## src/rtl/l0buf_pkg.sv

```systemverilog
package l0buf_pkg;

  typedef enum logic [1:0] {
    ST_IDLE,
    ST_ISSUE,
    ST_WAIT,
    ST_SERVE
  } l0_state_e;

  localparam logic SRC_L1  = 1'b0;
  localparam logic SRC_BUF = 1'b1;

endpackage

```

## src/rtl/l0buf_store.sv

```systemverilog
module l0buf_store #(
  parameter int SETS   = 8,
  parameter int WORDS  = 4,
  parameter int DATA_W = 32,
  parameter int TAG_W  = 5,
  parameter int IDX_W  = $clog2(SETS),
  parameter int OFF_W  = $clog2(WORDS),
  parameter int LINE_W = WORDS * DATA_W
) (
  input  logic              clk,
  input  logic              rst_n,
  input  logic [IDX_W-1:0]  lk_idx,
  input  logic [TAG_W-1:0]  lk_tag,
  input  logic [OFF_W-1:0]  lk_off,
  output logic              lk_hit,
  output logic [DATA_W-1:0] lk_word,
  input  logic              wr_en,
  input  logic [DATA_W-1:0] wr_data,
  input  logic              fill_en,
  input  logic [IDX_W-1:0]  fill_idx,
  input  logic [TAG_W-1:0]  fill_tag,
  input  logic [LINE_W-1:0] fill_line,
  input  logic              inv_en,
  input  logic [IDX_W-1:0]  inv_idx,
  input  logic [TAG_W-1:0]  inv_tag
);

  logic [SETS-1:0]   vld_q;
  logic [SETS-1:0]   vld_d;
  logic [TAG_W-1:0]  tag_q [SETS];
  logic [DATA_W-1:0] dat_q [SETS][WORDS];

  assign lk_hit  = vld_q[lk_idx] && (tag_q[lk_idx] == lk_tag);
  assign lk_word = dat_q[lk_idx][lk_off];

  for (genvar s = 0; s < SETS; s++) begin : g_set
    logic             fill_here;
    logic             wr_here;
    logic             inv_here;
    logic [TAG_W-1:0] tag_eff;

    assign fill_here = fill_en && (fill_idx == IDX_W'(s));
    assign wr_here   = wr_en && (lk_idx == IDX_W'(s));
    assign tag_eff   = fill_here ? fill_tag : tag_q[s];
    assign inv_here  = inv_en && (inv_idx == IDX_W'(s)) && (inv_tag == tag_eff);

    always_comb begin
      vld_d[s] = vld_q[s];
      if (fill_here) vld_d[s] = 1'b1;
      if (inv_here)  vld_d[s] = 1'b0;
    end

    always_ff @(posedge clk or negedge rst_n) begin
      if (!rst_n) vld_q[s] <= 1'b0;
      else        vld_q[s] <= vld_d[s];
    end

    always_ff @(posedge clk) begin
      if (fill_here) tag_q[s] <= fill_tag;
    end

    for (genvar w = 0; w < WORDS; w++) begin : g_word
      logic wr_word;
      assign wr_word = wr_here && (lk_off == OFF_W'(w));
      always_ff @(posedge clk) begin
        if (fill_here)    dat_q[s][w] <= fill_line[w*DATA_W +: DATA_W];
        else if (wr_word) dat_q[s][w] <= wr_data;
      end
    end
  end

endmodule

```

## src/rtl/l0buf_ctrl.sv

```systemverilog
module l0buf_ctrl
  import l0buf_pkg::*;
#(
  parameter int ADDR_W = 10,
  parameter int DATA_W = 32
) (
  input  logic              clk,
  input  logic              rst_n,
  input  logic              cpu_req_valid,
  input  logic              cpu_req_we,
  input  logic [ADDR_W-1:0] cpu_req_addr,
  input  logic [DATA_W-1:0] cpu_req_wdata,
  output logic              cpu_req_ready,
  input  logic              lk_hit,
  output logic [ADDR_W-1:0] lk_addr,
  output logic              wr_en,
  output logic              fill_en,
  input  logic              l1_rsp_valid,
  input  logic              l1_rsp_hit,
  output logic              l1_req_valid,
  output logic              l1_req_we,
  output logic [ADDR_W-1:0] l1_req_addr,
  output logic [DATA_W-1:0] l1_req_wdata,
  output logic              rsp_load,
  output logic              rsp_sel
);

  l0_state_e         st_q, st_d;
  logic              thru_q, thru_d;
  logic              we_q;
  logic [ADDR_W-1:0] addr_q;
  logic [DATA_W-1:0] wdata_q;
  logic              accept;

  assign accept  = (st_q == ST_IDLE) && cpu_req_valid;
  assign lk_addr = (st_q == ST_IDLE) ? cpu_req_addr : addr_q;

  always_comb begin
    st_d     = st_q;
    thru_d   = thru_q;
    wr_en    = 1'b0;
    fill_en  = 1'b0;
    rsp_load = 1'b0;
    rsp_sel  = SRC_BUF;
    unique case (st_q)
      ST_IDLE: begin
        if (accept) begin
          thru_d = lk_hit && cpu_req_we;
          if (lk_hit && !cpu_req_we) begin
            rsp_load = 1'b1;
          end else begin
            wr_en = lk_hit;
            st_d  = ST_ISSUE;
          end
        end
      end
      ST_ISSUE: st_d = ST_WAIT;
      ST_WAIT: begin
        if (l1_rsp_valid) begin
          if (thru_q) begin
            rsp_load = 1'b1;
            st_d     = ST_IDLE;
          end else if (l1_rsp_hit) begin
            fill_en = 1'b1;
            st_d    = ST_SERVE;
          end else begin
            rsp_load = 1'b1;
            rsp_sel  = SRC_L1;
            st_d     = ST_IDLE;
          end
        end
      end
      ST_SERVE: begin
        rsp_load = 1'b1;
        st_d     = ST_IDLE;
      end
      default: st_d = ST_IDLE;
    endcase
  end

  always_ff @(posedge clk or negedge rst_n) begin
    if (!rst_n) begin
      st_q   <= ST_IDLE;
      thru_q <= 1'b0;
    end else begin
      st_q   <= st_d;
      thru_q <= thru_d;
    end
  end

  always_ff @(posedge clk) begin
    if (accept) begin
      we_q    <= cpu_req_we;
      addr_q  <= cpu_req_addr;
      wdata_q <= cpu_req_wdata;
    end
  end

  assign cpu_req_ready = (st_q == ST_IDLE);
  assign l1_req_valid  = (st_q == ST_ISSUE);
  assign l1_req_we     = we_q;
  assign l1_req_addr   = addr_q;
  assign l1_req_wdata  = wdata_q;

endmodule

```

## src/rtl/l0buf_rsp_mux.sv

```systemverilog
module l0buf_rsp_mux #(
  parameter int DATA_W = 32,
  parameter int WORDS  = 4,
  parameter int OFF_W  = $clog2(WORDS),
  parameter int LINE_W = WORDS * DATA_W
) (
  input  logic              clk,
  input  logic              rst_n,
  input  logic              load,
  input  logic              sel,
  input  logic [OFF_W-1:0]  off,
  input  logic [DATA_W-1:0] buf_word,
  input  logic [LINE_W-1:0] l1_line,
  output logic              rsp_valid,
  output logic [DATA_W-1:0] rsp_data,
  output logic              rsp_src
);

  logic [DATA_W-1:0] l1_word;
  logic [DATA_W-1:0] pick;

  assign l1_word = l1_line[off*DATA_W +: DATA_W];
  assign pick    = sel ? buf_word : l1_word;

  always_ff @(posedge clk or negedge rst_n) begin
    if (!rst_n) rsp_valid <= 1'b0;
    else        rsp_valid <= load;
  end

  always_ff @(posedge clk) begin
    if (load) begin
      rsp_data <= pick;
      rsp_src  <= sel;
    end
  end

endmodule

```

## src/rtl/l0_hit_buffer.sv

```systemverilog
module l0_hit_buffer #(
  parameter int ADDR_W = 10,
  parameter int DATA_W = 32,
  parameter int SETS   = 8,
  parameter int WORDS  = 4
) (
  input  logic                    clk,
  input  logic                    rst_n,
  input  logic                    cpu_req_valid,
  output logic                    cpu_req_ready,
  input  logic                    cpu_req_we,
  input  logic [ADDR_W-1:0]       cpu_req_addr,
  input  logic [DATA_W-1:0]       cpu_req_wdata,
  output logic                    cpu_rsp_valid,
  output logic [DATA_W-1:0]       cpu_rsp_rdata,
  output logic                    cpu_rsp_from_buf,
  output logic                    l1_req_valid,
  output logic                    l1_req_we,
  output logic [ADDR_W-1:0]       l1_req_addr,
  output logic [DATA_W-1:0]       l1_req_wdata,
  input  logic                    l1_rsp_valid,
  input  logic                    l1_rsp_hit,
  input  logic [WORDS*DATA_W-1:0] l1_rsp_line,
  input  logic                    l1_inv_valid,
  input  logic [ADDR_W-1:0]       l1_inv_addr
);

  localparam int OFF_W  = $clog2(WORDS);
  localparam int IDX_W  = $clog2(SETS);
  localparam int TAG_W  = ADDR_W - IDX_W - OFF_W;
  localparam int LINE_W = WORDS * DATA_W;

  logic [ADDR_W-1:0] lk_addr;
  logic              lk_hit;
  logic [DATA_W-1:0] lk_word;
  logic              wr_en;
  logic              fill_en;
  logic              rsp_load;
  logic              rsp_sel;

  l0buf_ctrl #(
    .ADDR_W (ADDR_W),
    .DATA_W (DATA_W)
  ) u_ctrl (
    .clk           (clk),
    .rst_n         (rst_n),
    .cpu_req_valid (cpu_req_valid),
    .cpu_req_we    (cpu_req_we),
    .cpu_req_addr  (cpu_req_addr),
    .cpu_req_wdata (cpu_req_wdata),
    .cpu_req_ready (cpu_req_ready),
    .lk_hit        (lk_hit),
    .lk_addr       (lk_addr),
    .wr_en         (wr_en),
    .fill_en       (fill_en),
    .l1_rsp_valid  (l1_rsp_valid),
    .l1_rsp_hit    (l1_rsp_hit),
    .l1_req_valid  (l1_req_valid),
    .l1_req_we     (l1_req_we),
    .l1_req_addr   (l1_req_addr),
    .l1_req_wdata  (l1_req_wdata),
    .rsp_load      (rsp_load),
    .rsp_sel       (rsp_sel)
  );

  l0buf_store #(
    .SETS   (SETS),
    .WORDS  (WORDS),
    .DATA_W (DATA_W),
    .TAG_W  (TAG_W),
    .IDX_W  (IDX_W),
    .OFF_W  (OFF_W),
    .LINE_W (LINE_W)
  ) u_store (
    .clk       (clk),
    .rst_n     (rst_n),
    .lk_idx    (lk_addr[OFF_W +: IDX_W]),
    .lk_tag    (lk_addr[ADDR_W-1 -: TAG_W]),
    .lk_off    (lk_addr[OFF_W-1:0]),
    .lk_hit    (lk_hit),
    .lk_word   (lk_word),
    .wr_en     (wr_en),
    .wr_data   (cpu_req_wdata),
    .fill_en   (fill_en),
    .fill_idx  (lk_addr[OFF_W +: IDX_W]),
    .fill_tag  (lk_addr[ADDR_W-1 -: TAG_W]),
    .fill_line (l1_rsp_line),
    .inv_en    (l1_inv_valid),
    .inv_idx   (l1_inv_addr[OFF_W +: IDX_W]),
    .inv_tag   (l1_inv_addr[ADDR_W-1 -: TAG_W])
  );

  l0buf_rsp_mux #(
    .DATA_W (DATA_W),
    .WORDS  (WORDS),
    .OFF_W  (OFF_W),
    .LINE_W (LINE_W)
  ) u_mux (
    .clk       (clk),
    .rst_n     (rst_n),
    .load      (rsp_load),
    .sel       (rsp_sel),
    .off       (lk_addr[OFF_W-1:0]),
    .buf_word  (lk_word),
    .l1_line   (l1_rsp_line),
    .rsp_valid (cpu_rsp_valid),
    .rsp_data  (cpu_rsp_rdata),
    .rsp_src   (cpu_rsp_from_buf)
  );

endmodule

```

## config.mk

```make
export PLATFORM = sky130hd
export DESIGN_NAME = l0_hit_buffer
export DESIGN_NICKNAME = d
export VERILOG_FILES = /design/src/rtl/l0buf_pkg.sv /design/src/rtl/l0buf_store.sv /design/src/rtl/l0buf_ctrl.sv /design/src/rtl/l0buf_rsp_mux.sv /design/src/rtl/l0_hit_buffer.sv
export SDC_FILE = /design/constraint.sdc
export NUM_CORES = 2
export LEC_CHECK = 0
export ABC_AREA = 1
export BUFFER_PORTS_ARGS = -buffer_cell sky130_fd_sc_hd__buf_2
export CAP_MARGIN = 20
export CELL_PAD_IN_SITES_DETAIL_PLACEMENT = 1
export CELL_PAD_IN_SITES_GLOBAL_PLACEMENT = 1
export CORE_AREA = 2 2 353 355
export DETAILED_ROUTE_END_ITERATION = 8
export DIE_AREA = 0 0 355 357
export PLACE_DENSITY_LB_ADDON = 0.1
export SLEW_MARGIN = 20
export SYNTH_ARGS = -nofsm -noshare
export SYNTH_HDL_FRONTEND = slang
export SYNTH_HIERARCHICAL = 1
export SYNTH_SLANG_ARGS = --single-unit
```

## constraint.sdc

```tcl
create_clock -name clk -period 5.75 [get_ports clk]
set_input_delay 1.725 -clock clk [delete_from_list [all_inputs] [get_ports clk]]
set_output_delay 1.725 -clock clk [all_outputs]
set_load 0.02 [all_outputs]
```

== Word-level counts from Yosys, hierarchy flattened ==
Memory sizes are Yosys's and may differ from the RTL's.
Index checks and enable logic that the tools add are counted.
Cells by class
  magnitude comparators: 2
  equal/unequal tests: 32
  shift operators: 1
  mux-type cells: 239
  bitwise gates (word level): 33
  reductions and logical operators: 97
Operator list (count)
  $mux W32: 35
  $mux W128: 7
  $reduce_or A128 Y1: 7
  $mux W1: 151
  $shiftx A128 B8 Y32: 1
  $mux W5: 15
  $logic_and A1 B1 Y1: 68
  $bmux W32 S2: 1
  $eq A5 B5 Y1: 9
  $mux W3: 14
  $reduce_or A5 Y1: 7
  $or A1 B1 Y1: 32
  $mux W4: 7
  $eq A3 B3 Y1 const B: 8
  $reduce_bool A2 Y1: 8
  $eq A3 B2 Y1 const B: 4
  $mux W10: 1
  $mux W2: 5
  $eq A2 B2 Y1 const B: 4
  $pmux W2 S4: 1
  $eq A3 B1 Y1 const B: 2
  $logic_not A3 Y1: 2
  $eq A2 B1 Y1 const B: 2
  $logic_not A2 Y1: 2
  other kinds (10): 11
Word-level totals
  register bits after elaboration: 88
  memory bits (writable): 1064
  output and inout port bits: 79
  logic and storage cells: 422
  memories kept: 2
Memory list
  u_store.dat_q: words 8, bits a word 128, read ports 1, clocked after Yosys merged registers in 0, write ports 1, line l0buf_store.sv:31  | logic [DATA_W-1:0] dat_q [SETS][WORDS];
  u_store.tag_q: words 8, bits a word 5, read ports 9, clocked after Yosys merged registers in 0, write ports 1, line l0buf_store.sv:30  | logic [TAG_W-1:0] tag_q [SETS];

== Longest topological paths before layout ==
  word-level depth: 23
  depth in mapped cells: 25
  gate-level depth less buffers: 22

== Hierarchy ==
The synthesis kept the hierarchy.
By module, submodules not included
  l0buf_store: times used 1, cells an instance 5785, area an instance 53929.2 µm²
  l0buf_rsp_mux: times used 1, cells an instance 512, area an instance 2974.1 µm²
  l0buf_ctrl: times used 1, cells an instance 109, area an instance 1641.6 µm²

== Worst setup path after synthesis ==
Ideal clock, no wire load.
  kind: input port to flip-flop
  from: in cpu_req_addr[3]
  to: mem u_store/dat_q[5][100] (netlist bit) (enable)
  arrival time: 4.644 ns
  path slack: 0.717 ns
  stages: 20
  path buffers: 2
  cell sequence: nand2_1 nand2_1 buf_6 nand2_8 buf_6 nor2_1 nor2_1 nand2_1 nand2_1 nand2_1 nand2_1 nor2_1 nand2_1 nor2_1 nand2_1 nor2_1 nand2_4 nor2_8 nand2_1 nand2_1
Between the ends
  cells in the longest elaborated chain, start to end: 22
  elaborated cells on any way between the ends: 216
RTL lines
  start, declared: line l0_hit_buffer.sv:12  | input logic [ADDR_W-1:0] cpu_req_addr,
  $mux W10 (*): line l0buf_ctrl.sv:36  | assign lk_addr = (st_q == ST_IDLE) ? cpu_req_addr : addr_q;
  named net lk_addr[3]: line l0_hit_buffer.sv:33  | logic [ADDR_W-1:0] lk_addr;
  $mem_v2 Z8 W5 or $bmux W1 S3 (tied branches)
  $eq A5 B5 Y1 or $mux W1 (tied branches): line l0buf_store.sv:33  | assign lk_hit = vld_q[lk_idx] && (tag_q[lk_idx] == lk_tag);
  $logic_and A1 B1 Y1 (*): line l0buf_store.sv:33
  named net lk_hit: line l0_hit_buffer.sv:34  | logic lk_hit;
  $logic_and A1 B1 Y1: line l0buf_ctrl.sv:49  | if (lk_hit && !cpu_req_we) begin
  $mux W1 (*): line l0buf_ctrl.sv:49
  [... 2 more ...]
  named net wr_en: line l0_hit_buffer.sv:36  | logic wr_en;
  $logic_and A1 B1 Y1: line l0buf_store.sv:43  | assign wr_here = wr_en && (lk_idx == IDX_W'(s));
  $logic_and A1 B1 Y1: line l0buf_store.sv:64  | assign wr_word = wr_here && (lk_off == OFF_W'(w));
  $mux W1: line l0buf_store.sv:67  | else if (wr_word) dat_q[s][w] <= wr_data;
  $mux W1: line l0buf_store.sv:66  | if (fill_here) dat_q[s][w] <= fill_line[w*DATA_W +: DATA_W];
  $mux W1 (implied by the code): line l0buf_store.sv:67
  $or A1 B1 Y1 (no line)
  $reduce_or A128 Y1 (no line)
  $mux W3 (no line) or $mux W4 (tied branches) (7 in series)
  end, declared: line l0buf_store.sv:31
The timed path passes the listed nets; every way through them passes the cells marked *. The select of a mux whose other input is x is not followed.

== Worst setup path in the final report ==
  from: reg u_ctrl.st_q[1]
  to: mem u_store/dat_q[7][44] (netlist bit) (data pin)
Between the ends
  cells in the longest elaborated chain, start to end: 23
  elaborated cells on any way between the ends: 222
RTL lines
  start, declared: line l0buf_ctrl.sv:28  | l0_state_e st_q, st_d;
  start signal, assigned: line l0buf_ctrl.sv:86  | st_q <= st_d;
  $logic_not A2 Y1 (*): line l0buf_ctrl.sv:36
  $mux W10 (*): line l0buf_ctrl.sv:36
  named net lk_addr[3]: line l0_hit_buffer.sv:33
  $mem_v2 Z8 W5 or $bmux W1 S3 (tied branches)
  $eq A5 B5 Y1 or $mux W1 (tied branches): line l0buf_store.sv:33
  $logic_and A1 B1 Y1 (*): line l0buf_store.sv:33
  named net lk_hit: line l0_hit_buffer.sv:34
  $logic_and A1 B1 Y1: line l0buf_ctrl.sv:49
  [... 3 more ...]
  named net wr_en: line l0_hit_buffer.sv:36
  [... 1 more ...]
  $logic_and A1 B1 Y1: line l0buf_store.sv:64
  $mux W1: line l0buf_store.sv:67
  $mux W1: line l0buf_store.sv:66
  $mux W1 (implied by the code): line l0buf_store.sv:67
  $or A1 B1 Y1 (no line)
  $reduce_or A128 Y1 (no line)
  $mux W128 (no line) (6 in series)
  $mux W128 (no line) (*)
Marks and branches as above.

==> impl_metrics.json <==
{
  "layout.nets": 6546,
  "postSynthCellCount": 6406,
  "min_from": "u_store/tag_q[7][2]",
  "p_leak_nw": 26.6,
  "yosys.area.top_type": "edfxtp_1",
  "seq_power_share_pct": 34.9,
  "p_sw_mw": 11.5,
  "critical_path_class": "reg2reg",
  "post_drt_wl_per_cell_um": 28.1,
  "synth_nets": 6593,
  "worstPathArrival_ps": 5460,
  "cts_buffer_depth": 3,
  "clkTransAtPathRegs_ps": 60,
  "design_area_sq_mm": 0.0653,
  "route.vias.total": 49800,
  "rows": 129,
  "tns_ps": 0,
  "cts_hold_buf": 0,
  "reg2reg_depth": 22,
  "yosysUniqueCellTypes": 33,
  "synth_common_cells": "2033 x nand2_1, 1100 x edfxtp_1, 718 x o21ai_1, 381 x inv_1, 379 x buf_2",
  "cts_resized": 0,
  "cts_root_buffer": "clkbuf_16",
  "hold_depth": 2,
  "fp.dieArea_sq_mm": 0.127,
  "finalSetupViolCount": 0,
  "layout_min_cycle_time_ps": 4980,
  "drc_errors": 0,
  "ant_nets": 0,
  "combinationalPowerShare_pct": 36.5,
  "grt_start_max_net_pins": 132,
  "synth_edf_count": 1100,
  "avgSynthCellArea_sq_um": 9.14,
  "synth_area_sq_mm": 0.0585,
  "pin_count": 266,
  "irDropWorstVdd_v": 0.000696,
  "synthFlopType": "edfxtp_1",
  "insertion_delay_ps": 780,
  "via_per_inst": 6.15,
  "worstHoldEndpoint": "u_store/tag_q[7][2]",
  "critPathMaxFanout": 26,
  "synth-seq-area-share_pct": 58.3,
  "final_util_pct": 53.1,
  "synthArstFlopShare_pct": 1.04,
  "cts_buffers": 135,
  "startpoint_type": "flop",
  "drv_slew": 0,
  "core_sq_mm": 0.123,
  "antenna_found_initial": 17,
  "placed_area_sq_mm": 0.0611,
  "synth.area.top_cells": "edfxtp_1 56%, nand2_1 13%, o21ai_1 6.1%, buf_2 3.2%, o21ai_0 2.9%",
  "drive_above_1_share_pct": 11.4,
  "worst_ep_required_time_ps": 6230,
  "fmax_mhz": 201,
  "grt.overflow.total": 0,
  "htreeDepth": 4,
  "ys_warn_count": 6,
  "grt_pass1_wl_mm": 329,
  "wirelength_mm": 228,
  "die_w_um": 355,
  "hold_violations": 0,
  "period_share_pct": 86.7,
  "max_cap_viol_count": 0,
  "fin_skew_ps": 33.1,
  "synth_most_common_cell": "nand2_1",
  "ys_ff_latch": 1152,
  "end_kind": "flop",
  "power_frac_clock_pct": 28.7,
  "powerDensity_mw_per_mm2": 443,
  "internal_power_mw": 17.4,
  "grt_pass1_vias": 50900,
  "portBuffers": 263,
  "firstDrtPassIters": 6,
  "status": "finished, final reports clean",
  "cts_tree": "built",
  "start_util_pct": 47.6,
  "worst_slew_pin_slew_ps": 1180,
  "slew_headroom_pct": 21.4,
  "dp_hpwl_mm": 138,
  "r2r-end": "u_store/dat_q[7][44]",
  "r2r-start": "u_ctrl/st_q[1]",
  "total_power_mw": 28.9,
  "routabilityCongestion": 0.826,
  "ff2ff_setup_slack_ps": 770,
  "hold_class": "reg2reg",
  "die_h_um": 357,
  "synth_top_area_share_pct": 56.4,
  "grtUsageTotal_pct": 35.5,
  "grt_setup_unrepaired": "no",
  "synthToLayoutAreaGrowth_pct": 11.5,
  "swShare_pct": 39.8,
  "cts_sinks": 1152,
  "post_cts_buffers": 0,
  "initialDrtViolationCount": 5516
}
cells by family (layout without fill, tap and decap cells):
| family | Yosys count | count (layout) | share of synthesized area (%) |
|---|---|---|---|
| DFF | 1152 | 1152 | 58.3 |
| and+or+nand+nor | 2832 | 2832 | 20.9 |
| AOI/OAI and AO/OA | 1408 | 1408 | 12.9 |
| other | 0 | 6 | 0 |
| buffers and inverters | 1014 | 1067 | 7.83 |
cells in the final DEF (no fill, tap or decap), types with 2 or more instances in the layout:
cell	Yosys	routed
nand3_1	340	339
a21oi_1	137	137
clkinv_1	1	38
nand2_4	7	9
and2_1	3	3
nand2_1	2033	1998
inv_6	0	2
o21ai_0	345	345
clkbuf_8	0	4
nand4_1	173	173
diode_2	0	6
inv_1	381	367
dfxtp_1	40	40
bufinv_16	0	6
buf_8	0	4
nand2_2	12	45
nor2_8	10	10
clkbuf_16	0	143
clkinv_2	0	20
nor2_1	210	210
nor2_4	6	9
edfxtp_1	1100	1100
buf_12	0	66
inv_2	10	15
clkbuf_1	143	33
buf_2	379	263
a22oi_1	206	206
o21ai_1	718	718
nand3_4	32	33
dfrtp_1	12	12
buf_4	29	102
registers in the layout, summed over array words and instances, names as in the netlist:
register	flops
u_ctrl/l1_req_addr	10
u_store/dat_q	1024
u_mux/rsp_data	32
u_ctrl/thru_q	1
u_ctrl/l1_req_wdata	32
u_mux/rsp_src	1
u_ctrl/l1_req_we	1
u_store/vld_q	8
u_ctrl/st_q	2
u_store/tag_q	40
u_mux/rsp_valid	1
power groups by stage:
stage	logic, mW	registers [mW]	clock network [mW]
finish	10.5	10.1	8.29
global route	11.2	10.1	8.66
CTS	10.3	10.1	8.35
detailed placement	10.3	10.3	0
global placement	10.1	10.2	0
floorplan	6.23	10.5	0
worst max-delay path by stage:
stage,start,endpoint
after floorplan,cpu_req_addr[3],u_store/dat_q[5][100]
after global placement,cpu_req_addr[3],u_store/dat_q[5][4]
after detailed placement,cpu_req_addr[3],u_store/dat_q[5][4]
after CTS,u_ctrl/st_q[1],u_store/dat_q[5][4]
after global routing,u_ctrl/st_q[1],u_store/dat_q[7][18]
final,u_ctrl/st_q[1],u_store/dat_q[7][44]
cell type report:
class | count | area (sq um)
clock buffers | 179 | 3730
flip-flops and latches | 1152 | 34100
well taps | 1637 | 2050
fillers | 14000 | 57700
multi-input cells | 4240 | 20000
inverters | 393 | 1490
clock inverters | 58 | 418
diodes | 6 | 15.0
repair buffers | 437 | 3520
stage by stage:
step                cells  hold slack (ps)  worst slack (ps)
floorplan            6406              457               717
global placement     7853              472               217
detailed placement   7856              488               144
CTS                  8093              503               840
global route         8101              534               580
finish               8102              506               767
routing by layer:
metal	up-vias	track usage (%)	wire [um]
li1	21800	-	-
met1	25000	45.1	89500
met2	2337	59.0	108000
met3	586	5.83	18700
met4	16	17.7	11400
met5	-	0	83
critical path, cell delays in order (launching register included):
cell     delay, ps
dfrtp_1        450
nor2_4         450
inv_2          210
nand2_1        100
nand2_1        300
inv_2          340
nor2_4         110
a21oi_1        230
nand3_1        160
nand2_1        100
nand2_1         50
nand2_1         60
nand2_1        100
nor2_1         330
nand2_1        120
nor2_1         130
buf_4          170
nand2_4        140
nor2_8         320
nand3_4        290
buf_12         290
nand2_1         80
o21ai_0         90
Note: power is estimated with default switching activity, not from simulation.
